**src/rtl/dmareg_pkg.sv**
```systemverilog
package dmareg_pkg;

  localparam int AW = 10;
  localparam int DW = 32;

  localparam logic [AW-1:0] A_CFG     = 10'h180;
  localparam logic [AW-1:0] A_ESR     = 10'h181;
  localparam logic [AW-1:0] A_IER     = 10'h182;
  localparam logic [AW-1:0] A_TX_ACT  = 10'h184;
  localparam logic [AW-1:0] A_TX_DEACT= 10'h185;
  localparam logic [AW-1:0] A_TX_EOB  = 10'h186;
  localparam logic [AW-1:0] A_TX_DERR = 10'h187;
  localparam logic [AW-1:0] A_RX_ACT  = 10'h190;
  localparam logic [AW-1:0] A_RX_DEACT= 10'h191;
  localparam logic [AW-1:0] A_RX_EOB  = 10'h192;
  localparam logic [AW-1:0] A_RX_DERR = 10'h193;
  localparam logic [AW-1:0] B_TX_PTR  = 10'h1A0;
  localparam logic [AW-1:0] B_RX_PTR  = 10'h1C0;
  localparam logic [AW-1:0] B_RX_SIZE = 10'h1E0;

  localparam logic [DW-1:0] CFG_RESET = 32'h0007_C000;
  localparam logic [DW-1:0] CFG_KEEP  = 32'h00FF_C087;
  localparam int            IER_W     = 5;
  localparam logic [DW-1:0] TX_KEEP   = 32'hF000_0000;
  localparam logic [DW-1:0] RX_KEEP   = 32'hC000_0000;
  localparam int            SIZE_W    = 8;
  localparam int            SOFT_BIT  = 31;

  // true when addr falls in [base, base+n)
  function automatic logic in_win(input logic [AW-1:0] addr,
                                  input logic [AW-1:0] base, input int n);
    int a;
    int b;
    a = int'(addr);
    b = int'(base);
    return (a >= b) && (a < b + n);
  endfunction

  function automatic logic [4:0] win_idx(input logic [AW-1:0] addr,
                                         input logic [AW-1:0] base);
    logic [AW-1:0] d;
    d = addr - base;
    return d[4:0];
  endfunction

  // stored value after an acknowledging write and set pulses; set dominates
  function automatic logic [DW-1:0] w1c_next(input logic [DW-1:0] cur,
                                             input logic wipe, input logic ack,
                                             input logic [DW-1:0] ones,
                                             input logic [DW-1:0] setv);
    logic [DW-1:0] base;
    base = wipe ? '0 : (ack ? (cur & ~ones) : cur);
    return base | setv;
  endfunction

endpackage

```
**src/rtl/dmareg_w1c.sv**
```systemverilog
module dmareg_w1c #(
  parameter int W = 32
) (
  input  logic         clk,
  input  logic         rst_n,
  input  logic         wipe,
  input  logic         ack,
  input  logic [W-1:0] ones,
  input  logic [W-1:0] setv,
  output logic [W-1:0] q
);
  import dmareg_pkg::*;

  logic [DW-1:0] nxt;
  assign nxt = w1c_next(DW'(q), wipe, ack, DW'(ones), DW'(setv));

  always_ff @(posedge clk or negedge rst_n) begin
    if (!rst_n) q <= '0;
    else        q <= nxt[W-1:0];
  end

  // a pulsed bit is present on the next cycle whatever else happened
  a_r6_set_wins: assert property (@(posedge clk) disable iff (!rst_n)
    (|setv) |=> ((q & $past(setv)) == $past(setv)));

  // an acknowledged bit with no set pulse reads back clear
  a_r5_ack_clears: assert property (@(posedge clk) disable iff (!rst_n)
    ack |=> ((q & $past(ones) & ~$past(setv)) == '0));

  // reinitialisation leaves only freshly pulsed bits
  a_r3_wipe: assert property (@(posedge clk) disable iff (!rst_n)
    wipe |=> ((q & ~$past(setv)) == '0));
endmodule

```
**src/rtl/dmareg_bank.sv**
```systemverilog
module dmareg_bank #(
  parameter int N  = 4,
  parameter int BW = 32
) (
  input  logic          clk,
  input  logic          rst_n,
  input  logic          wr_en,
  input  logic [4:0]    wr_idx,
  input  logic [BW-1:0] wdata,
  input  logic [4:0]    rd_idx,
  output logic [BW-1:0] rd_val,
  output logic [N*BW-1:0] q_flat
);
  logic [BW-1:0] ent [N];

  for (genvar i = 0; i < N; i++) begin : g_ent
    always_ff @(posedge clk or negedge rst_n) begin
      if (!rst_n)                          ent[i] <= '0;
      else if (wr_en && (wr_idx == 5'(i))) ent[i] <= wdata;
    end
    assign q_flat[i*BW +: BW] = ent[i];
  end

  always_comb begin
    rd_val = '0;
    for (int i = 0; i < N; i++)
      if (rd_idx == 5'(i)) rd_val = ent[i];
  end
endmodule

```
**src/rtl/dma_ctl_regs.sv**
```systemverilog
module dma_ctl_regs #(
  parameter int NTX = 4,   // 1..32
  parameter int NRX = 2    // 1..32
) (
  input  logic            clk,
  input  logic            rst_n,
  input  logic [9:0]      bus_addr,
  input  logic            bus_rd,
  input  logic            bus_wr,
  input  logic [31:0]     bus_wdata,
  output logic [31:0]     bus_rdata,
  input  logic [31:0]     esr_set_i,
  input  logic [NTX-1:0]  tx_eob_set_i,
  input  logic [NTX-1:0]  tx_derr_set_i,
  input  logic [NRX-1:0]  rx_eob_set_i,
  input  logic [NRX-1:0]  rx_derr_set_i,
  output logic [31:0]     cfg_o,
  output logic [31:0]     esr_o,
  output logic [4:0]      ier_o,
  output logic [31:0]     tx_act_set_o,
  output logic [31:0]     tx_act_rst_o,
  output logic [31:0]     rx_act_set_o,
  output logic [31:0]     rx_act_rst_o,
  output logic [NTX-1:0]  tx_eob_o,
  output logic [NTX-1:0]  tx_derr_o,
  output logic [NRX-1:0]  rx_eob_o,
  output logic [NRX-1:0]  rx_derr_o,
  output logic [NTX*32-1:0] tx_desc_ptr_o,
  output logic [NRX*32-1:0] rx_desc_ptr_o,
  output logic [NRX*8-1:0]  rx_buf_size_o
);
  import dmareg_pkg::*;

  if (NTX < 1 || NTX > 32 || NRX < 1 || NRX > 32) begin : g_bad_count
    $error("channel counts must lie in 1..32");
  end

  // ---- decode ----
  logic hit_cfg, hit_esr, hit_ier, hit_txa, hit_txd, hit_teob, hit_tder;
  logic hit_rxa, hit_rxd, hit_reob, hit_rder, hit_txp, hit_rxp, hit_rsz;
  logic rd_hit, wr_hit, soft_rst;

  assign hit_cfg  = (bus_addr == A_CFG);
  assign hit_esr  = (bus_addr == A_ESR);
  assign hit_ier  = (bus_addr == A_IER);
  assign hit_txa  = (bus_addr == A_TX_ACT);
  assign hit_txd  = (bus_addr == A_TX_DEACT);
  assign hit_teob = (bus_addr == A_TX_EOB);
  assign hit_tder = (bus_addr == A_TX_DERR);
  assign hit_rxa  = (bus_addr == A_RX_ACT);
  assign hit_rxd  = (bus_addr == A_RX_DEACT);
  assign hit_reob = (bus_addr == A_RX_EOB);
  assign hit_rder = (bus_addr == A_RX_DERR);
  assign hit_txp  = in_win(bus_addr, B_TX_PTR, NTX);
  assign hit_rxp  = in_win(bus_addr, B_RX_PTR, NRX);
  assign hit_rsz  = in_win(bus_addr, B_RX_SIZE, NRX);

  assign rd_hit = hit_cfg | hit_esr | hit_ier | hit_txa | hit_txd | hit_teob |
                  hit_tder | hit_rxa | hit_rxd | hit_reob | hit_rder |
                  hit_txp | hit_rxp | hit_rsz;
  assign wr_hit = bus_wr & rd_hit;
  assign soft_rst = bus_wr & hit_cfg & bus_wdata[SOFT_BIT];

  // ---- plain masked registers ----
  always_ff @(posedge clk or negedge rst_n) begin
    if (!rst_n) begin
      cfg_o        <= CFG_RESET;
      ier_o        <= '0;
      tx_act_set_o <= '0;
      tx_act_rst_o <= '0;
      rx_act_set_o <= '0;
      rx_act_rst_o <= '0;
    end else begin
      if (bus_wr && hit_cfg) cfg_o <= bus_wdata & CFG_KEEP;
      if (soft_rst) begin
        ier_o        <= '0;
        tx_act_set_o <= '0;
        rx_act_set_o <= '0;
      end else begin
        if (bus_wr && hit_ier) ier_o        <= bus_wdata[IER_W-1:0];
        if (bus_wr && hit_txa) tx_act_set_o <= bus_wdata & TX_KEEP;
        if (bus_wr && hit_rxa) rx_act_set_o <= bus_wdata & RX_KEEP;
      end
      if (bus_wr && hit_txd) tx_act_rst_o <= bus_wdata & TX_KEEP;
      if (bus_wr && hit_rxd) rx_act_rst_o <= bus_wdata & RX_KEEP;
    end
  end

  // ---- acknowledge-by-one flag registers ----
  dmareg_w1c #(.W(32)) u_esr (
    .clk(clk), .rst_n(rst_n), .wipe(soft_rst), .ack(bus_wr & hit_esr),
    .ones(bus_wdata), .setv(esr_set_i), .q(esr_o));
  dmareg_w1c #(.W(NTX)) u_teob (
    .clk(clk), .rst_n(rst_n), .wipe(soft_rst), .ack(bus_wr & hit_teob),
    .ones(bus_wdata[NTX-1:0]), .setv(tx_eob_set_i), .q(tx_eob_o));
  dmareg_w1c #(.W(NTX)) u_tder (
    .clk(clk), .rst_n(rst_n), .wipe(soft_rst), .ack(bus_wr & hit_tder),
    .ones(bus_wdata[NTX-1:0]), .setv(tx_derr_set_i), .q(tx_derr_o));
  dmareg_w1c #(.W(NRX)) u_reob (
    .clk(clk), .rst_n(rst_n), .wipe(soft_rst), .ack(bus_wr & hit_reob),
    .ones(bus_wdata[NRX-1:0]), .setv(rx_eob_set_i), .q(rx_eob_o));
  dmareg_w1c #(.W(NRX)) u_rder (
    .clk(clk), .rst_n(rst_n), .wipe(soft_rst), .ack(bus_wr & hit_rder),
    .ones(bus_wdata[NRX-1:0]), .setv(rx_derr_set_i), .q(rx_derr_o));

  // ---- per-channel windows ----
  logic [31:0]       txp_rd, rxp_rd;
  logic [SIZE_W-1:0] rsz_rd;

  dmareg_bank #(.N(NTX), .BW(32)) u_txp (
    .clk(clk), .rst_n(rst_n), .wr_en(bus_wr & hit_txp),
    .wr_idx(win_idx(bus_addr, B_TX_PTR)), .wdata(bus_wdata),
    .rd_idx(win_idx(bus_addr, B_TX_PTR)), .rd_val(txp_rd), .q_flat(tx_desc_ptr_o));
  dmareg_bank #(.N(NRX), .BW(32)) u_rxp (
    .clk(clk), .rst_n(rst_n), .wr_en(bus_wr & hit_rxp),
    .wr_idx(win_idx(bus_addr, B_RX_PTR)), .wdata(bus_wdata),
    .rd_idx(win_idx(bus_addr, B_RX_PTR)), .rd_val(rxp_rd), .q_flat(rx_desc_ptr_o));
  dmareg_bank #(.N(NRX), .BW(SIZE_W)) u_rsz (
    .clk(clk), .rst_n(rst_n), .wr_en(bus_wr & hit_rsz),
    .wr_idx(win_idx(bus_addr, B_RX_SIZE)), .wdata(bus_wdata[SIZE_W-1:0]),
    .rd_idx(win_idx(bus_addr, B_RX_SIZE)), .rd_val(rsz_rd), .q_flat(rx_buf_size_o));

  // ---- read path ----
  logic [31:0] rd_mux;
  always_comb begin
    rd_mux = '0;
    if (hit_cfg)  rd_mux = cfg_o;
    if (hit_esr)  rd_mux = esr_o;
    if (hit_ier)  rd_mux = 32'(ier_o);
    if (hit_txa)  rd_mux = tx_act_set_o;
    if (hit_txd)  rd_mux = tx_act_rst_o;
    if (hit_teob) rd_mux = 32'(tx_eob_o);
    if (hit_tder) rd_mux = 32'(tx_derr_o);
    if (hit_rxa)  rd_mux = rx_act_set_o;
    if (hit_rxd)  rd_mux = rx_act_rst_o;
    if (hit_reob) rd_mux = 32'(rx_eob_o);
    if (hit_rder) rd_mux = 32'(rx_derr_o);
    if (hit_txp)  rd_mux = txp_rd;
    if (hit_rxp)  rd_mux = rxp_rd;
    if (hit_rsz)  rd_mux = 32'(rsz_rd);
  end

  always_ff @(posedge clk or negedge rst_n) begin
    if (!rst_n)      bus_rdata <= '0;
    else if (bus_rd) bus_rdata <= rd_mux;
  end

  // undecoded reads return zero
  a_r9_undecoded_zero: assert property (@(posedge clk) disable iff (!rst_n)
    (bus_rd && !rd_hit) |=> (bus_rdata == '0));

  // read data only moves on a read strobe
  a_r10_hold: assert property (@(posedge clk) disable iff (!rst_n)
    !bus_rd |=> $stable(bus_rdata));

  // a write outside every window leaves all channel storage alone
  a_r8_no_stray_write: assert property (@(posedge clk) disable iff (!rst_n)
    (bus_wr && !wr_hit) |=> ($stable(tx_desc_ptr_o) && $stable(rx_desc_ptr_o)
                             && $stable(rx_buf_size_o)));

  // reinitialisation clears the enable field and both activate words
  a_r3_soft_clears: assert property (@(posedge clk) disable iff (!rst_n)
    soft_rst |=> (ier_o == '0 && tx_act_set_o == '0 && rx_act_set_o == '0));

  // the configuration top bit never remains stored
  a_r2_cfg_top_clear: assert property (@(posedge clk) disable iff (!rst_n)
    (bus_wr && hit_cfg) |=> !cfg_o[31]);
endmodule

```
**config.mk**
```make
export PLATFORM = sky130hd
export DESIGN_NAME = dma_ctl_regs
export DESIGN_NICKNAME = d
export VERILOG_FILES = /design/src/rtl/dmareg_pkg.sv /design/src/rtl/dmareg_w1c.sv /design/src/rtl/dmareg_bank.sv /design/src/rtl/dma_ctl_regs.sv
export SDC_FILE = /design/constraint.sdc
export NUM_CORES = 1
export LEC_CHECK = 0
export BUFFER_PORTS_ARGS = -buffer_cell sky130_fd_sc_hd__buf_2
export CAP_MARGIN = 40
export CORE_AREA = 2 2 207 209
export DETAILED_ROUTE_END_ITERATION = 12
export DIE_AREA = 0 0 209 211
export PLACE_DENSITY = 0.7
export SLEW_MARGIN = 20
export SYNTH_ARGS = -nofsm -noshare
export SYNTH_HDL_FRONTEND = slang
export SYNTH_SLANG_ARGS = --single-unit
```
**constraint.sdc**
```tcl
create_clock -name clk -period 1.9 [get_ports clk]
set_input_delay 0.19 -clock clk [delete_from_list [all_inputs] [get_ports clk]]
set_output_delay 0.19 -clock clk [all_outputs]
set_load 0.02 [all_outputs]
```
# After elaboration in Yosys (flattened, before gate mapping)

Cells that the tools add are included.

Register bits after elaboration: 373
Latch bits: 0
Memory bits (writable): 0
ROM bits: 0
Bits of input ports: 90
Memories: 0

Add/sub/neg operators: 3
$mul: 0
Div/mod/pow operators: 0
$lt $le $gt $ge: 6
Equality and inequality tests: 16
Shifts and indexed selects: 0
Muxes and demuxes: 38
Bitwise logic cells: 23
Reduce and logical (&&, ||, !) cells: 23

Operator list:

| operator              | count |
|---|---|
| $mux W32              | 25 |
| $eq A10 B9 Y1 const B | 11 |
| $and A32 B32 Y32      | 1 |
| $not A32 Y32          | 1 |
| $or A32 B32 Y32       | 1 |
| $ge A10 B9 Y1 const B | 3 |
| $lt A10 B9 Y1 const B | 3 |
| $mux W24              | 1 |
| $logic_and A1 B1 Y1   | 17 |
| $mux W4               | 4 |
| $mux W8               | 2 |
| $eq A5 B1 Y1 const B  | 3 |
| $logic_not A5 Y1      | 3 |
| $sub A5 B1 Y5 const B | 3 |
| $and A1 B1 Y1         | 10 |
| $eq A5 B2 Y1 const B  | 2 |
| $mux W5               | 2 |
| $and A4 B4 Y4         | 2 |
| $mux W2               | 4 |
| $or A4 B4 Y4          | 2 |
| $reduce_bool A2 Y1    | 3 |
| $and A2 B2 Y2         | 2 |
| $not A4 Y4            | 1 |
| $or A2 B2 Y2          | 2 |
| $not A2 Y2            | 1 |

# Longest topological paths before layout

Gate-level depths: netlist (run 1).

Depth after elaboration: 15
Gate-level depth with buffers: 10

# By module

A second synthesis (run 1) with hierarchy kept.

Cell total of the unflattened synthesis: 1,239
Area total of the unflattened synthesis: 15,667.5 um^2

Modules (own cells, without submodules):

| module                   | instances | cells each | area an instance (um^2) |
|---|---|---|---|
| dmareg_bank at u_txp     | 1         | 350        | 5,786.8 |
| dma_ctl_regs             | 1         | 518        | 4,625.7 |
| dmareg_bank at u_rxp     | 1         | 180        | 2,802.7 |
| dmareg_w1c at u_esr      | 1         | 103        | 1,253.7 |
| dmareg_bank at u_rsz     | 1         | 48         | 733.2 |
| dmareg_w1c at u_tder ... | 2         | 13         | 153.9 |
| dmareg_w1c at u_rder ... | 2         | 7          | 78.8 |

# Worst setup path before layout (run 1)

OpenSTA, ideal clock, no wires.

Path kind: input -> register
From: in bus_addr[3]
To: reg u_txp.ent, in the netlist u_txp.q_flat[51]
Setup time: 0.125 ns
Arrival: 1.765 ns
Required time: 1.775 ns
Setup slack: 0.010 ns
Cell stages on the path: 8
Path buffers: 2
Path through: buf_2 > nor2_1 > nand2_2 > nor2_4 > nand2_1 > nor2_2 > buf_2 > mux2_2

Cells in the longest elaborated chain, start to end: 4
Elaborated cells on any way between the ends: 7
Those cells by class: add/sub: 1; order compare: 2; eq/ne: 1; bitwise: 1; reduce/logical: 2

RTL lines:

| element                                        | line                | source |
|---|---|---|
| start: declaration                             | dma_ctl_regs.sv:7   | `input logic [9:0] bus_addr,` |
| $ge A10 B9 Y1 or $lt A10 B9 Y1 (tied branches) | dmareg_pkg.sv:36    | `return (a >= b) && (a < b + n);` |
| $logic_and A1 B1 Y1                            | dmareg_pkg.sv:36    |  |
| $and A1 B1 Y1                                  | dma_ctl_regs.sv:111 | `.clk(clk), .rst_n(rst_n), .wr_en(bus_wr & hit_txp),` |
| $logic_and A1 B1 Y1 *                          | dmareg_bank.sv:19   | `else if (wr_en && (wr_idx == 5'(i))) ent[i] <= wdata;` |
| end signal: indexed assignment                 | dmareg_bank.sv:19   |  |
| end: declaration                               | dmareg_bank.sv:14   | `logic [BW-1:0] ent [N];` |

Every way passes the cells marked *; elsewhere a longest branch is shown, timed or not.
A chain may end at the register's enable or synchronous reset.

# Final worst setup path (run 1)

From: reg rx_act_rst_o[30]
To: reg bus_rdata[30]

Cells in the longest elaborated chain, start to end: 6

RTL lines:

| element                  | line                | source |
|---|---|---|
| start: declaration       | dma_ctl_regs.sv:23  | `output logic [31:0] rx_act_rst_o,` |
| start signal: assignment | dma_ctl_regs.sv:85  | `if (bus_wr && hit_rxd) rx_act_rst_o <= bus_wdata & RX_KEEP;` |
| $mux W32                 | dma_ctl_regs.sv:135 | `if (hit_rxd) rd_mux = rx_act_rst_o;` |
| $mux W32                 | dma_ctl_regs.sv:136 | `if (hit_reob) rd_mux = 32'(rx_eob_o);` |
| $mux W32                 | dma_ctl_regs.sv:137 | `if (hit_rder) rd_mux = 32'(rx_derr_o);` |
| $mux W32                 | dma_ctl_regs.sv:138 | `if (hit_txp) rd_mux = txp_rd;` |
| $mux W32                 | dma_ctl_regs.sv:139 | `if (hit_rxp) rd_mux = rxp_rd;` |
| $mux W32                 | dma_ctl_regs.sv:140 | `if (hit_rsz) rd_mux = 32'(rsz_rd);` |
| end signal: assignment   | dma_ctl_regs.sv:145 | `else if (bus_rd) bus_rdata <= rd_mux;` |
| end: declaration         | dma_ctl_regs.sv:11  | `output logic [31:0] bus_rdata,` |

Every way passes these cells.

==> impl_metrics.json, run 1 <==
{
  "status": "completed",
  "setup_ws_ns": 0.1082,
  "syn-cell-area_sq_um": 15770,
  "cp_common_cell": "a21oi_2",
  "critPathRequiredTime_ns": 2.37,
  "synth_top_family_by_area": "multiplexers",
  "final_cells": 2454,
  "firstDrtPassIters": 5,
  "whs_ns": 0.01235,
  "yosysUniqueCellTypes": 72,
  "cts_max_level": 2,
  "drt_iter0_drc": 1208,
  "fmax_mhz": 558.1,
  "cp-end-kind": "register",
  "fin_crit_ns": 1.792,
  "wl_um": 61110,
  "synth_mux_area_frac": 0.2037,
  "startpoint_type": "register",
  "synth.avg_cell_area_sq_um": 11.81,
  "dp_slack_ns": -0.3541,
  "grt_max_degree": 67,
  "core_sq_um": 41760,
  "ant_nets": 0,
  "die_x_um": 209,
  "grt_setup_unrepaired": "no",
  "ys_seq_area_frac": 0.5002,
  "start_util": 0.3776,
  "syn_inst": 1335,
  "finalHoldViolCount": 0,
  "cts_sinks": 315,
  "grt_pass1_wl_um": 88840,
  "gp_congestion": 0.8960,
  "grt_pass1_vias": 13610,
  "port_buffers": 404,
  "maxCapViolations": 0,
  "final_area_sq_um": 20630,
  "synthSimpleGateAreaFrac": 0.07815,
  "worst_slew_pin_slew_ns": 0.7062,
  "hold_end": "u_txp.q_flat[6]",
  "rr_endpoint": "bus_rdata[30]",
  "min_from": "bus_wdata[6]",
  "startpoint": "rx_act_rst_o[30]",
  "clkSlewWorstSetupHoldPaths_ns": 0.06,
  "crit_path_top_delay_cell": "or4_1",
  "yosys.area.top_type_share": 0.4919,
  "path_cells": "nor2b_1 > o21ai_1 > a21oi_2 > or4_1 > or3_4 > a21oi_2",
  "drc": 0,
  "via_count": 13540,
  "power.static_leakage_nw": 10.66,
  "totalPowerFinal_mw": 14.91,
  "num-fill-cells": 3715,
  "synthFlopType": "dfrtp_1",
  "crit_arrival_ns": 2.26,
  "synthAdderAreaFrac": 0,
  "worstPathMaxFanout": 2,
  "yosys.area.top_type": "dfrtp_1",
  "setup_tns_ns": 0,
  "cts-root-buf": "clkbuf_16",
  "postPlaceCellArea_sq_um": 18880,
  "synthArstFlopShare": 1.000,
  "final_max_slew_viol_count": 0,
  "synth_area_leaders": "dfrtp_1, mux2_2, buf_4",
  "min_path_cells": 2,
  "finClkSkew_ns": 0.01746,
  "ys.warnings.count": 0,
  "clk_latency_ns": 0.55,
  "final_util": 0.4941,
  "setup_viol": 0,
  "die-area_sq_um": 44100,
  "viasPerCell": 5.515,
  "synth_most_common_cell": "dfrtp_1",
  "rr_worst_depth": 6,
  "cts_tree": "built",
  "maxSlewHeadroom": 0.5292,
  "antenna_found_initial": 2,
  "synth_edf_count": 0,
  "num_rows": 75,
  "ioPinCount": 539,
  "numPlacedInstances": 2328,
  "seqCellArea_sq_um": 7889,
  "multiInputGateArea_sq_um": 6835,
  "area_growth_pct": 30.82,
  "synth-compound-area-share": 0.1173,
  "hold_path_class": "in -> reg",
  "final_net_count": 1978,
  "dp_hpwl_um": 44200,
  "drive_gt1_frac": 0.4564,
  "gr-usage-all-layers": 0.2715,
  "path_class": "reg -> reg",
  "period_share": 0.9431,
  "synth-seq-cells": 315,
  "cp_slowest_stage_delay_ns": 0.52,
  "clockBufferDepth": 3,
  "post_drt_wl_per_cell_um": 24.90,
  "timing.rr.start": "rx_act_rst_o[30]",
  "overflow": 0,
  "cts_buffers": 35,
  "synth_xor_area_frac": 0,
  "synth_commonest_cells": "dfrtp_1, mux2_2, buf_4",
  "vdd_drop_max_uv": 566.4,
  "dieHeight_um": 211,
  "p_per_area_nw_per_um2": 722.9,
  "r2r_setup_slack_ns": 0.11
}
## area by class of cell
type	count	area share
Sequential cell	315	0.3824
Multi-Input combinational cell	905	0.3313
Timing Repair Buffer	610	0.1958
Clock buffer	57	0.05185
Tap cell	539	0.03269
Inverter	21	0.003821
Clock inverter	5	0.001941
Antenna cell	2	0.0002426
## worst max-delay path by stage
stage	to	cells past startpoint
after floorplan	u_txp.q_flat[51]	8
after global placement	bus_rdata[29]	9
after detailed placement	bus_rdata[29]	9
after CTS	bus_rdata[30]	6
after global routing	bus_rdata[30]	6
final	bus_rdata[30]	6
## kinds of logic after synthesis
kind of cell,Yosys count
DFF,315
muxes,273
AOI/OAI and AO/OA,258
buffers and inverters,248
and+or+nand+nor,240
other,1
## state kept, by name, summed over array words and instances (netlist names)
signal        count
u_txp.q_flat    128
u_rxp.q_flat     64
bus_rdata        32
u_esr.q          32
u_rsz.q_flat     16
cfg_o            14
ier_o             5
tx_act_rst_o      4
tx_act_set_o      4
u_tder.q          4
u_teob.q          4
rx_act_rst_o      2
rx_act_set_o      2
u_rder.q          2
u_reob.q          2
## layer usage
layer  track usage  up-vias  part of all wire
met2        0.4508      833              0.48
met4        0.1239        0             0.047
li1              -     5717                 -
met5             0        -                 0
met1        0.3373     6816              0.38
met3       0.06348      169             0.085
## power by group
part,internal (mW),switching (mW),total [mW]
Combinational,0.464,0.976,1.44
Clock,3.86,2.80,6.66
Sequential,6.77,0.0456,6.82
Total,11.1,3.83,14.9
## layout by cell type, fill, tap and decap left out, types with 7 or more instances in the layout
master / Yosys / routed
o21ai_0: 38 / 37
nand3_1: 19 / 17
a22oi_1: 14 / 14
clkbuf_1: 37 / 12
a31o_2: 12 / 12
nor3_1: 29 / 29
mux2_2: 194 / 194
o22ai_1: 41 / 41
mux4_2: 8 / 8
o221a_2: 16 / 16
inv_1: 19 / 19
o21ai_1: 6 / 7
buf_4: 145 / 122
nand4_1: 7 / 7
dlygate4sd3_1: 0 / 62
clkbuf_16: 0 / 36
o221ai_1: 8 / 8
a211oi_1: 13 / 13
conb_1: 1 / 134
mux2_1: 37 / 37
mux2i_1: 16 / 16
buf_12: 0 / 24
nor2_1: 58 / 57
buf_2: 33 / 401
nand2_1: 73 / 73
a31o_1: 30 / 30
nor2b_1: 12 / 12
dfrtp_1: 310 / 310
mux2_4: 18 / 18
clkbuf_8: 0 / 9
a22o_1: 7 / 7
a21oi_1: 34 / 32
## worst max-delay path, delay by kind of cell (launching register included)
| kind | cells | cell delay, ns |
|---|---|---|
| AND/OR/NAND/NOR | 3 | 0.94 |
| flip-flops | 1 | 0.40 |
| AO/OA/AOI/OAI | 3 | 0.39 |
## what timing repair did
item                       4_1_cts  5_1_grt
setup endpoints to repair        0        1
hold endpoints to repair       182        0
resized for setup                0        4
setup buffers                    0        0
hold buffers                    62        0
No activity file was read; power rests on OpenSTA's default activity.
==> inputs of run 2 (changes only) <==
--- a/config.mk
+++ b/config.mk
@@ -8,8 +8,10 @@
 export BUFFER_PORTS_ARGS = -buffer_cell sky130_fd_sc_hd__buf_2
 export CAP_MARGIN = 40
 export CORE_AREA = 2 2 207 209
+export CTS_CLUSTER_SIZE = 16
 export DETAILED_ROUTE_END_ITERATION = 12
 export DIE_AREA = 0 0 209 211
+export MAX_ROUTING_LAYER = met4
 export PLACE_DENSITY = 0.7
 export SLEW_MARGIN = 20
 export SYNTH_ARGS = -nofsm -noshare
==> run 2 against run 1 <==
Net effect:
- register-to-register slack about the same
- critical path depth unchanged
- clock power up 14%
- maximum frequency down 0.25%
- combinational power about the same
- critical path type unchanged
- sequential share of layout area down 0.47 points
- cell area up 1.2%
- largest power group is now clock
- die area unchanged
==> impl_metrics.json, run 2 (same netlist as run 1, synthesis figures left out) <==
{
  "status": "completed",
  "wl_met3_um": 4585,
  "drive_gt1_frac": 0.4604,
  "hold_path_class": "in -> reg",
  "fmax_mhz": 556.7,
  "start_util": 0.3776,
  "setup_viol": 0,
  "worst_slew_pin_slew_ns": 0.6474,
  "numPlacedInstances": 2332,
  "ant_nets": 0,
  "setup_ws_ns": 0.1037,
  "multiInputGateArea_sq_um": 6823,
  "core_sq_um": 41760,
  "drt_iter0_drc": 1077,
  "period_share": 0.9454,
  "worstPathMaxFanout": 2,
  "ioPinCount": 539,
  "p_per_area_nw_per_um2": 758.9,
  "final_common_cell": "buf_2",
  "clkSlewWorstSetupHoldPaths_ns": 0.06,
  "num-fill-cells": 3637,
  "maxCapViolations": 0,
  "cp-end-kind": "register",
  "vdd_drop_max_uv": 649.6,
  "maxSlewHeadroom": 0.5684,
  "via_count": 13370,
  "final_net_count": 1983,
  "min_from": "bus_wdata[17]",
  "power.static_leakage_nw": 10.79,
  "grt_pass1_wl_um": 88420,
  "cts_buffers": 37,
  "final_max_slew_viol_count": 0,
  "post_drt_wl_per_cell_um": 24.69,
  "top_layer": "met4",
  "antenna_found_initial": 1,
  "dp_hpwl_um": 43860,
  "critPathRequiredTime_ns": 2.37,
  "port_buffers": 404,
  "cts_sinks": 315,
  "cts_max_level": 2,
  "die_x_um": 209,
  "path_class": "reg -> reg",
  "grt_pass1_vias": 13610,
  "most-common-layout-cells": "buf_2, dfrtp_1, mux2_2",
  "area_growth_pct": 32.45,
  "fin_crit_ns": 1.796,
  "overflow": 0,
  "startpoint": "rx_act_rst_o[30]",
  "crit_arrival_ns": 2.27,
  "clockBufferDepth": 3,
  "grt_max_degree": 66,
  "largest_reg_flops": 128,
  "clk_latency_ns": 0.55,
  "finClkSkew_ns": 0.009032,
  "wl_met1_um": 23700,
  "seqCellArea_sq_um": 7889,
  "dieHeight_um": 211,
  "drc": 0,
  "die-area_sq_um": 44100,
  "viasPerCell": 5.431,
  "startpoint_type": "register",
  "dp_slack_ns": -0.3050,
  "timing.rr.start": "rx_act_rst_o[30]",
  "grt_setup_unrepaired": "no",
  "wl_um": 60770,
  "final_cells": 2461,
  "finalHoldViolCount": 0,
  "cts-root-buf": "clkbuf_16",
  "gp_congestion": 0.9069,
  "gr-usage-all-layers": 0.2796,
  "num_rows": 75,
  "firstDrtPassIters": 5,
  "wl_met2_um": 29470,
  "cts_tree": "built"
}
run 2: worst paths after layout:
check	depth (start not counted)	to	slack, ns
setup / recovery	6	bus_rdata[30]	0.10
hold / removal	2	u_rxp.q_flat[17]	0.02
setup reg to reg	6	bus_rdata[30]	0.10
hold reg to reg	1	bus_rdata[4]	0.48
max in group asynchronous	3	u_txp.q_flat[90]	0.93
min in group asynchronous	2	u_txp.q_flat[69]	0.19
run 2: timing repair:
action,4_1_cts,5_1_grt
gates resized for setup,0,1
hold endpoints to repair,168,0
setup endpoints to repair,0,1
hold buffers,61,0
setup buffers,0,0
run 2: layer usage:
| layer | GRT usage | up-vias |
|---|---|---|
| met5 | - | - |
| met4 | 0.1318 | 0 |
| met3 | 0.05694 | 156 |
| met2 | 0.4539 | 749 |
| met1 | 0.3357 | 6727 |
| li1 | - | 5734 |
run 2: worst max-delay path: stages (launching register included):
cell and delay [ns]:
dfrtp_1 0.40, nor2b_1 0.06, o21ai_1 0.11, a21oi_1 0.09
or4_1 0.53, or3_1 0.40, a21oi_1 0.13
run 2: stage by stage:
step | area (sq um) | power, mW | utilization | setup TNS [ns] | hold slack (ns)
2_1_floorplan | 16270 | 7.799 | - | 0 | -0.1056
3_3_place_gp | 18980 | 8.259 | 0.4544 | -24.35 | 0.2013
3_5_place_dp | 18980 | 8.277 | 0.4544 | -33.44 | 0.2024
4_1_cts | 20880 | 15.92 | 0.5001 | 0 | 0.002507
5_1_grt | 20890 | 16.29 | 0.5001 | 0 | 0.01109
6_report | 20890 | 15.85 | 0.5002 | 0 | 0.01911
run 2: power breakdown:
part / switching, mW / leakage [nW] / internal (mW)
logic: 0.972 / 6.02 / 0.478
clock network: 2.93 / 0.638 / 4.65
registers: 0.0461 / 4.13 / 6.77
total: 3.95 / 10.8 / 11.9
run 2: final cells by class:
class                           instances  area share
Inverter                               21    0.003774
Multi-Input combinational cell        905      0.3266
Tap cell                              539     0.03229
Sequential cell                       315      0.3777
Clock inverter                         12    0.008326
Timing Repair Buffer                  613      0.1973
Antenna cell                            2   0.0002396
Clock buffer                           54     0.05373
